File: src/rtl/packer_pkg.sv
package packer_pkg;
  typedef enum logic [1:0] {
    MODE_FULL = 2'd0,
    MODE_DUAL = 2'd1,
    MODE_QUAD = 2'd2,
    MODE_RSVD = 2'd3
  } pack_mode_e;

  // samples per storage word for a mode
  function automatic logic [2:0] mode_depth(input logic [1:0] m);
    case (m)
      MODE_DUAL: mode_depth = 3'd2;
      MODE_QUAD: mode_depth = 3'd4;
      default:   mode_depth = 3'd1;
    endcase
  endfunction
endpackage

File: src/rtl/packer_phase.sv
module packer_phase
  import packer_pkg::*;
#(
  parameter int PH_W = 2
) (
  input  logic            clk_i,
  input  logic            rst_ni,
  input  logic [1:0]      mode_i,
  output logic [PH_W-1:0] slot_o,
  output logic            last_o
);
  logic [1:0]      mode_q;
  logic [PH_W-1:0] phase_q;
  logic [PH_W-1:0] phase_eff;
  logic [2:0]      depth;

  always_comb begin
    depth     = mode_depth(mode_i);
    phase_eff = (mode_i != mode_q) ? '0 : phase_q;
    last_o    = (phase_eff == PH_W'(depth - 3'd1));
    slot_o    = phase_eff;
  end

  always_ff @(posedge clk_i or negedge rst_ni) begin
    if (!rst_ni) begin
      mode_q  <= MODE_FULL;
      phase_q <= '0;
    end else begin
      mode_q  <= mode_i;
      phase_q <= last_o ? '0 : phase_eff + PH_W'(1);
    end
  end
endmodule

File: src/rtl/packer_hold.sv
module packer_hold #(
  parameter int HOLD_W = 8,
  parameter int HOLD_D = 3,
  parameter int PH_W   = 2
) (
  input  logic                          clk_i,
  input  logic                          rst_ni,
  input  logic                          wr_i,
  input  logic [PH_W-1:0]               slot_i,
  input  logic [HOLD_W-1:0]             din_i,
  output logic [HOLD_D-1:0][HOLD_W-1:0] hold_o
);
  logic [HOLD_D-1:0][HOLD_W-1:0] hold_q;

  for (genvar i = 0; i < HOLD_D; i++) begin : g_slot
    always_ff @(posedge clk_i or negedge rst_ni) begin
      if (!rst_ni) hold_q[i] <= '0;
      else if (wr_i && slot_i == PH_W'(i)) hold_q[i] <= din_i;
    end
  end

  assign hold_o = hold_q;
endmodule

File: src/rtl/packer_mux.sv
module packer_mux
  import packer_pkg::*;
#(
  parameter int WORD_W = 16,
  parameter int HOLD_W = 8,
  parameter int HOLD_D = 3
) (
  input  logic [1:0]                    mode_i,
  input  logic [WORD_W-1:0]             chan_i,
  input  logic [HOLD_D-1:0][HOLD_W-1:0] hold_i,
  output logic [WORD_W-1:0]             word_o
);
  logic [WORD_W-1:0] dual_w, quad_w;

  for (genvar b = 0; b < WORD_W; b++) begin : g_bit
    localparam int K2 = b % 2, C2 = b / 2;
    localparam int K4 = b % 4, C4 = b / 4;
    // newest sample comes straight from the input
    if (K2 == 1) begin : g_d_new
      assign dual_w[b] = chan_i[C2];
    end else begin : g_d_old
      assign dual_w[b] = hold_i[K2][C2];
    end
    if (K4 == 3) begin : g_q_new
      assign quad_w[b] = chan_i[C4];
    end else begin : g_q_old
      assign quad_w[b] = hold_i[K4][C4];
    end
  end

  always_comb begin
    case (mode_i)
      MODE_DUAL: word_o = dual_w;
      MODE_QUAD: word_o = quad_w;
      default:   word_o = chan_i;
    endcase
  end
endmodule

File: src/rtl/rate_interleave_packer.sv
module rate_interleave_packer
  import packer_pkg::*;
#(
  parameter int WORD_W = 16
) (
  input  logic              clk_i,
  input  logic              rst_ni,
  input  logic [1:0]        mode_i,
  input  logic [WORD_W-1:0] chan_i,
  output logic [WORD_W-1:0] word_o,
  output logic              valid_o
);
  localparam int MAX_N  = 4;
  localparam int HOLD_W = WORD_W / 2;
  localparam int HOLD_D = MAX_N - 1;
  localparam int PH_W   = $clog2(MAX_N);

  logic [PH_W-1:0]               slot;
  logic                          last;
  logic [HOLD_D-1:0][HOLD_W-1:0] hold;
  logic [WORD_W-1:0]             word_nxt;
  logic [WORD_W-1:0]             word_q;
  logic                          valid_q;

  packer_phase #(.PH_W(PH_W)) u_phase (
    .clk_i  (clk_i),
    .rst_ni (rst_ni),
    .mode_i (mode_i),
    .slot_o (slot),
    .last_o (last)
  );

  packer_hold #(.HOLD_W(HOLD_W), .HOLD_D(HOLD_D), .PH_W(PH_W)) u_hold (
    .clk_i  (clk_i),
    .rst_ni (rst_ni),
    .wr_i   (!last),
    .slot_i (slot),
    .din_i  (chan_i[HOLD_W-1:0]),
    .hold_o (hold)
  );

  packer_mux #(.WORD_W(WORD_W), .HOLD_W(HOLD_W), .HOLD_D(HOLD_D)) u_mux (
    .mode_i (mode_i),
    .chan_i (chan_i),
    .hold_i (hold),
    .word_o (word_nxt)
  );

  always_ff @(posedge clk_i or negedge rst_ni) begin
    if (!rst_ni) begin
      word_q  <= '0;
      valid_q <= 1'b0;
    end else begin
      valid_q <= last;
      if (last) word_q <= word_nxt;
    end
  end

  assign word_o  = word_q;
  assign valid_o = valid_q;
endmodule

File: config.mk
export PLATFORM = sky130hd
export DESIGN_NAME = rate_interleave_packer
export DESIGN_NICKNAME = d
export VERILOG_FILES = /design/src/rtl/packer_pkg.sv /design/src/rtl/packer_phase.sv /design/src/rtl/packer_hold.sv /design/src/rtl/packer_mux.sv /design/src/rtl/rate_interleave_packer.sv
export SDC_FILE = /design/constraint.sdc
export NUM_CORES = 1
export LEC_CHECK = 0
export ABC_CLOCK_PERIOD_IN_PS = 2500
export BUFFER_PORTS_ARGS = -buffer_cell sky130_fd_sc_hd__clkbuf_2
export CORE_ASPECT_RATIO = 1.1
export CORE_MARGIN = 3
export CORE_UTILIZATION = 52
export CTS_BUF_LIST = sky130_fd_sc_hd__clkbuf_8
export DETAILED_ROUTE_END_ITERATION = 7
export PLACE_DENSITY = 0.83
export SYNTH_ARGS = -nofsm -noshare
export SYNTH_HDL_FRONTEND = slang
export SYNTH_SLANG_ARGS = --single-unit
File: constraint.sdc
create_clock -name clk_i -period 2.5 [get_ports clk_i]
set_input_delay 0.5 -clock clk_i [delete_from_list [all_inputs] [get_ports clk_i]]
set_output_delay 0.5 -clock clk_i [all_outputs]
set_load 0.01 [all_outputs]
### Yosys cells after proc, flatten, opt, wreduce, memory -nomap -nowiden

Index checks and enable logic that the tools add are counted.

| operators by class | value |
|---|---|
| add/sub/neg operators | 2 |
| $mul | 0 |
| divide/modulo/power cells | 0 |
| order comparisons | 0 |
| equal/unequal tests | 6 |
| shift operators | 0 |
| muxes and demuxes | 4 |
| bitwise operators | 0 |
| reduce and logical (&&, ||, !) cells | 5 |

Operators by type and width:

| operator | number |
|---|---|
| $pmux 16 s2 | 1 |
| $eq 2x1->1 const B | 2 |
| $eq 2x2->1 const B | 2 |
| $mux 2 | 2 |
| $pmux 2 s2 | 1 |
| $logic_and 1x1->1 | 3 |
| $add 2x1->2 const B | 1 |
| $eq 2x2->1 | 1 |
| $logic_not 2->1 | 1 |
| $ne 2x2->1 | 1 |
| $sub 2x1->2 const B | 1 |
| $logic_not 1->1 | 1 |

| word-level totals | value |
|---|---|
| register bits after elaboration | 37 |
| bits in latches | 0 |
| RAM bits | 0 |
| ROM bits | 0 |
| input port bits | 20 |
| output and inout port bits | 17 |
| logic and storage cells | 24 |
| memories | 0 |

### Logic depth before layout (Yosys ltp)

| logic depth | value |
|---|---|
| word-level depth | 6 |
| mapped depth | 8 |
| mapped depth without buffers | 8 |

### Hierarchy

From an unflattened synthesis, not the netlist that was laid out.

| unflattened totals | value |
|---|---|
| cells, all modules | 173 |
| area, all modules | 2209.6 um^2 |

Modules (own cells, without submodules):

| module | times used | cells each | area an instance (um^2) | sequential area each (um^2) |
|---|---|---|---|---|
| packer_hold | 1 | 51 | 912.1 | 600.6 |
| rate_interleave_packer | 1 | 36 | 674.4 | 425.4 |
| packer_mux | 1 | 59 | 359.1 | 0.0 |
| packer_phase | 1 | 27 | 264.0 | 100.1 |

### Least setup slack after synthesis

Ideal clock, no wire load.

| timing | value |
|---|---|
| kind | in2reg |
| start point | input mode_i[1] |
| end point | register u_hold.hold_q, in the netlist u_hold.hold_o[0] |
| setup time | 0.125 ns |
| data arrival time | 2.433 ns |
| required time | 2.375 ns |
| setup slack | -0.057 ns |
| stages | 7 |
| buffers on the path | 0 |
| cell sequence | xnor2_1 > nand3_2 > ha_1 > nand2b_1 > nor4_1 > a2111oi_4 > mux2_2 |

| between the ends | value |
|---|---|
| longest elaborated chain between the ends | 6 |
| elaborated cells on any way between the ends | 10 |
| classes of those cells | add/sub (1); eq/ne (4); mux (2); reduce/logical (3) |

RTL lines:

| what | RTL line | text |
|---|---|---|
| start: declaration | rate_interleave_packer.sv:8 | `input logic [1:0] mode_i,` |
| $eq 2x2->1 / $eq 2x1->1 (equally long branches) | packer_pkg.sv:11 | `case (m)` |
| $pmux 2 s2 | packer_pkg.sv:11 |  |
| $sub 2x1->2 | packer_phase.sv:20 | `last_o = (phase_eff == PH_W'(depth - 3'd1));` |
| $eq 2x2->1 | packer_phase.sv:20 |  |
| $logic_not 1->1 | rate_interleave_packer.sv:36 | `.wr_i (!last),` |
| $logic_and 1x1->1 * | packer_hold.sv:18 | `else if (wr_i && slot_i == PH_W'(i)) hold_q[i] <= din_i;` |
| end signal: indexed assignment | packer_hold.sv:18 |  |
| end: declaration | packer_hold.sv:13 | `logic [HOLD_D-1:0][HOLD_W-1:0] hold_q;` |

Every way passes the cells marked *; elsewhere a longest branch is shown, timed or not.
A chain may end at the register's enable or synchronous reset.

### Worst setup path in the final report

| timing | value |
|---|---|
| start point | register u_phase.mode_q[0] |
| end point | register u_hold.hold_q, in the netlist u_hold.hold_o[6] |

| between the ends | value |
|---|---|
| longest elaborated chain between the ends | 5 |
| elaborated cells on any way between the ends | 6 |
| classes of those cells | eq/ne (2); mux (1); reduce/logical (3) |

RTL lines:

| what | RTL line | text |
|---|---|---|
| start: declaration | packer_phase.sv:12 | `logic [1:0] mode_q;` |
| start signal: assignment | packer_phase.sv:29 | `mode_q <= mode_i;` |
| $ne 2x2->1 * | packer_phase.sv:19 | `phase_eff = (mode_i != mode_q) ? '0 : phase_q;` |
| $mux 2 * | packer_phase.sv:19 |  |
| $eq 2x2->1 | packer_phase.sv:20 |  |
| $logic_not 1->1 | rate_interleave_packer.sv:36 |  |
| $logic_and 1x1->1 * | packer_hold.sv:18 |  |

Marks and branches as above.

==> metrics.txt <==
peak supply drop 0.000506 V; Seq/Total Area, Yosys 0.456; leading area contributor after synthesis dfrtp_1; Sink Count 37; FF+latch count, synth 37; Leak approximately 1.2 nW; Tot Pwr 0.00201 W; synthesized area 0.00203 mm2; Power Dens Cells just over 800 mW/mm2; post-synth top area share 0.456; largest net degree at the start of global routing ~40; vias after detailed routing 1554; worst endpoint required time roughly 2700 ps; TritonCTS Buffers 5; critical path endpoint category flop; RSZ-0062 raised after global routing false; router iterations before antenna repair 4; initial antenna violation count 0; share of layout cells above drive strength 1 0.438; Slew Limit Headroom 0.408; Crit path depth 8; crit share post-route 0.932; Post-Route Utilization 0.670; Row Count 23; EDFF count, synth 0; Clock Pin Slew Worst Setup and Hold Paths 70 ps; Area contributors post-synth dfrtp_1 (46%), mux2_2 (13%), mux2_4 (5.9%), a22oi_1 (5.5%), o21ai_0 (4.2%); combinational power share 0.313; Hold Path Class in2async; Synth cell types 27; Final Hold Fails 0; Port Buf Inserts 36; hpwl dp 3110 um; actual slew at the worst max-slew pin 888 ps; GRT Util Overall 0.194; Synthesized Nets slightly above 200; Clock Power Share 0.245; DIE AREA 0.00469 mm2; Sw Ratio 0.296; Via density 5.63; Final Net Count 252; Synth-to-Final Area Change 22.6%; drt wl/cell ~16 um; run status complete, no violations; startpoint types flop; Top Ports 37; Setup Skew 6.33 ps; final worst slack 169 ps; Core Region 0.00371 mm2; Max clock buf depth 2; first-pass GRT wire length slightly above 7000 um; Synthesis Warnings 0; Max stage delay cell, worst path dfrtp_1; # setup viols final 0; fmax 429 MHz; H-tree depth 2; Routed Antenna Nets 0; CTS tree yes; ys async rst share 1.00; MaxCap Viol Count 0; max-slew violations 0; Synth Area per Inst 11.5 um2; Die Height 71.5 um; setup TNS 0 ps; cells on worst reg2reg path 8; worst slack, placed -107 ps; critical path's top delay family flip-flops; Placer Congestion between 0.8 and 0.9; Initial Util 0.547; CP Buf/Inv Count 2; crit-path max FO 8; r2r startpoint u_phase.mode_q[0]$_DFF_PN0_; DRC violations left 0; Initial DRC Count 55; critical path's largest stage delay 420 ps; Final Critical Period between 2000 and 2500 ps; Hold Buf Count CTS 0; vias in the first global route 1570; grt total ovfl 0; sequential share of power 0.442; Cell Chain, Critical Path xnor2_2 > nand3_1 > ha_1 > inv_1 > nor2_1 > a2111oi_4 > buf_4 > mux2_2; die width 65.6 um; Antenna Cells 0; final wirelength 4280 um; Critical Path AT 2500 ps; cells after synthesis roughly 180; ys flop type dfrtp_1; Setup crit start u_phase.mode_q[0]$_DFF_PN0_; CP Class reg2reg; P_sw 0.000596 W; Post-CTS Resized 0; P_int around 0.0014 W; Root Buffer clkbuf_8; Worst-Skew Late Latency a little under 300 ps; Post-CTS Setup Bufs 0
-- synthesized netlist by cell type (2+ instances only) --
library cell,count
mux2_2,24
a311oi_1,3
nor2_1,4
xnor2_1,2
a22oi_1,15
dfrtp_1,37
clkbuf_1,7
nand2_1,19
nand2b_1,3
inv_1,10
ha_1,6
a2111oi_4,2
o21ai_0,17
nor4_1,7
mux2_4,8
-- sequential cells by signal, summed over array words and instances, names as in the netlist --
| name | flops |
|---|---|
| u_hold.hold_o | 16 |
| u_phase.mode_q | 2 |
| u_phase.phase_q | 2 |
| valid_o | 1 |
| word_o | 16 |
-- cell usage in the layout (no fill, tap or decap), types with 2 or more instances in the layout --
cell type	count
buf_4	13
nand2_1	19
nor2_1	4
dfrtp_1	37
clkbuf_8	5
o21ai_0	17
clkbuf_2	36
nand2b_1	3
a22oi_1	15
nor4_1	7
buf_12	2
ha_1	6
mux2_4	8
a2111oi_4	2
xnor2_2	2
inv_1	10
a311oi_1	3
mux2_2	24
-- through the flow --
stage          instances  hold slack, ps  area, um2
2_1_floorplan        176             204       2040
3_3_place_gp         269             484       2380
3_5_place_dp         269             492       2380
4_1_cts              276             358       2490
5_1_grt              276             398       2490
6_report             276             324       2490
-- metal layers --
layer / GRT usage / wire (um) / part of all wire / up-vias
met5: 0 / 0 / 0 / -
met4: 0.0507 / 61 / 0.014 / 0
met3: 0.0533 / 225 / 0.053 / 7
met2: 0.317 / 2180 / 0.51 / 44
met1: 0.256 / 1820 / 0.42 / 757
li1: - / - / - / 746
-- worst paths after layout --
| path | to | slack [ps] |
|---|---|---|
| max | u_hold.hold_o[6]$_DFFE_PN0P_ | 170 |
| min in group clk_i | u_phase.mode_q[0]$_DFF_PN0_ | 470 |
| min reg2reg | u_hold.hold_o[9]$_DFFE_PN0P_ | 510 |
| max reg2reg | u_hold.hold_o[6]$_DFFE_PN0P_ | 170 |
| min | valid_o$_DFF_PN0_ | 320 |
| max in group asynchronous | u_phase.mode_q[1]$_DFF_PN0_ | 1620 |
-- power by group through the flow --
| stage | registers, W | clock network, W | logic [W] |
|---|---|---|---|
| 6_report | 0.000890 | 0.000494 | 0.000630 |
| 5_1_grt | 0.000912 | 0.000529 | 0.000685 |
| 4_1_cts | 0.000891 | 0.000501 | 0.000635 |
| 2_1_floorplan | 0.000920 | 0 | 0.000369 |
| 3_5_place_dp | 0.000900 | 0 | 0.000630 |
| 3_3_place_gp | 0.000891 | 0 | 0.000609 |
-- kinds of logic after synthesis --
logic type               share of synthesized area
AO/OA/AOI/OAI                                0.162
XOR/XNOR                                    0.0210
flip-flops                                   0.456
AND/OR/NAND/NOR                             0.0931
multiplexers                                 0.192
adder cells (fa/ha/maj)                     0.0370
buffers and inverters                       0.0388
-- cell type report --
class | count | area, um2
repair buffers | 51 | 318
multi-input cells | 121 | 1040
well taps | 50 | 62.6
flip-flops and latches | 37 | 926
fillers | 264 | 1220
clock inverters | 2 | 35.0
inverters | 10 | 37.5
clock buffers | 5 | 68.8
Note: power is estimated with default switching activity, not from simulation.
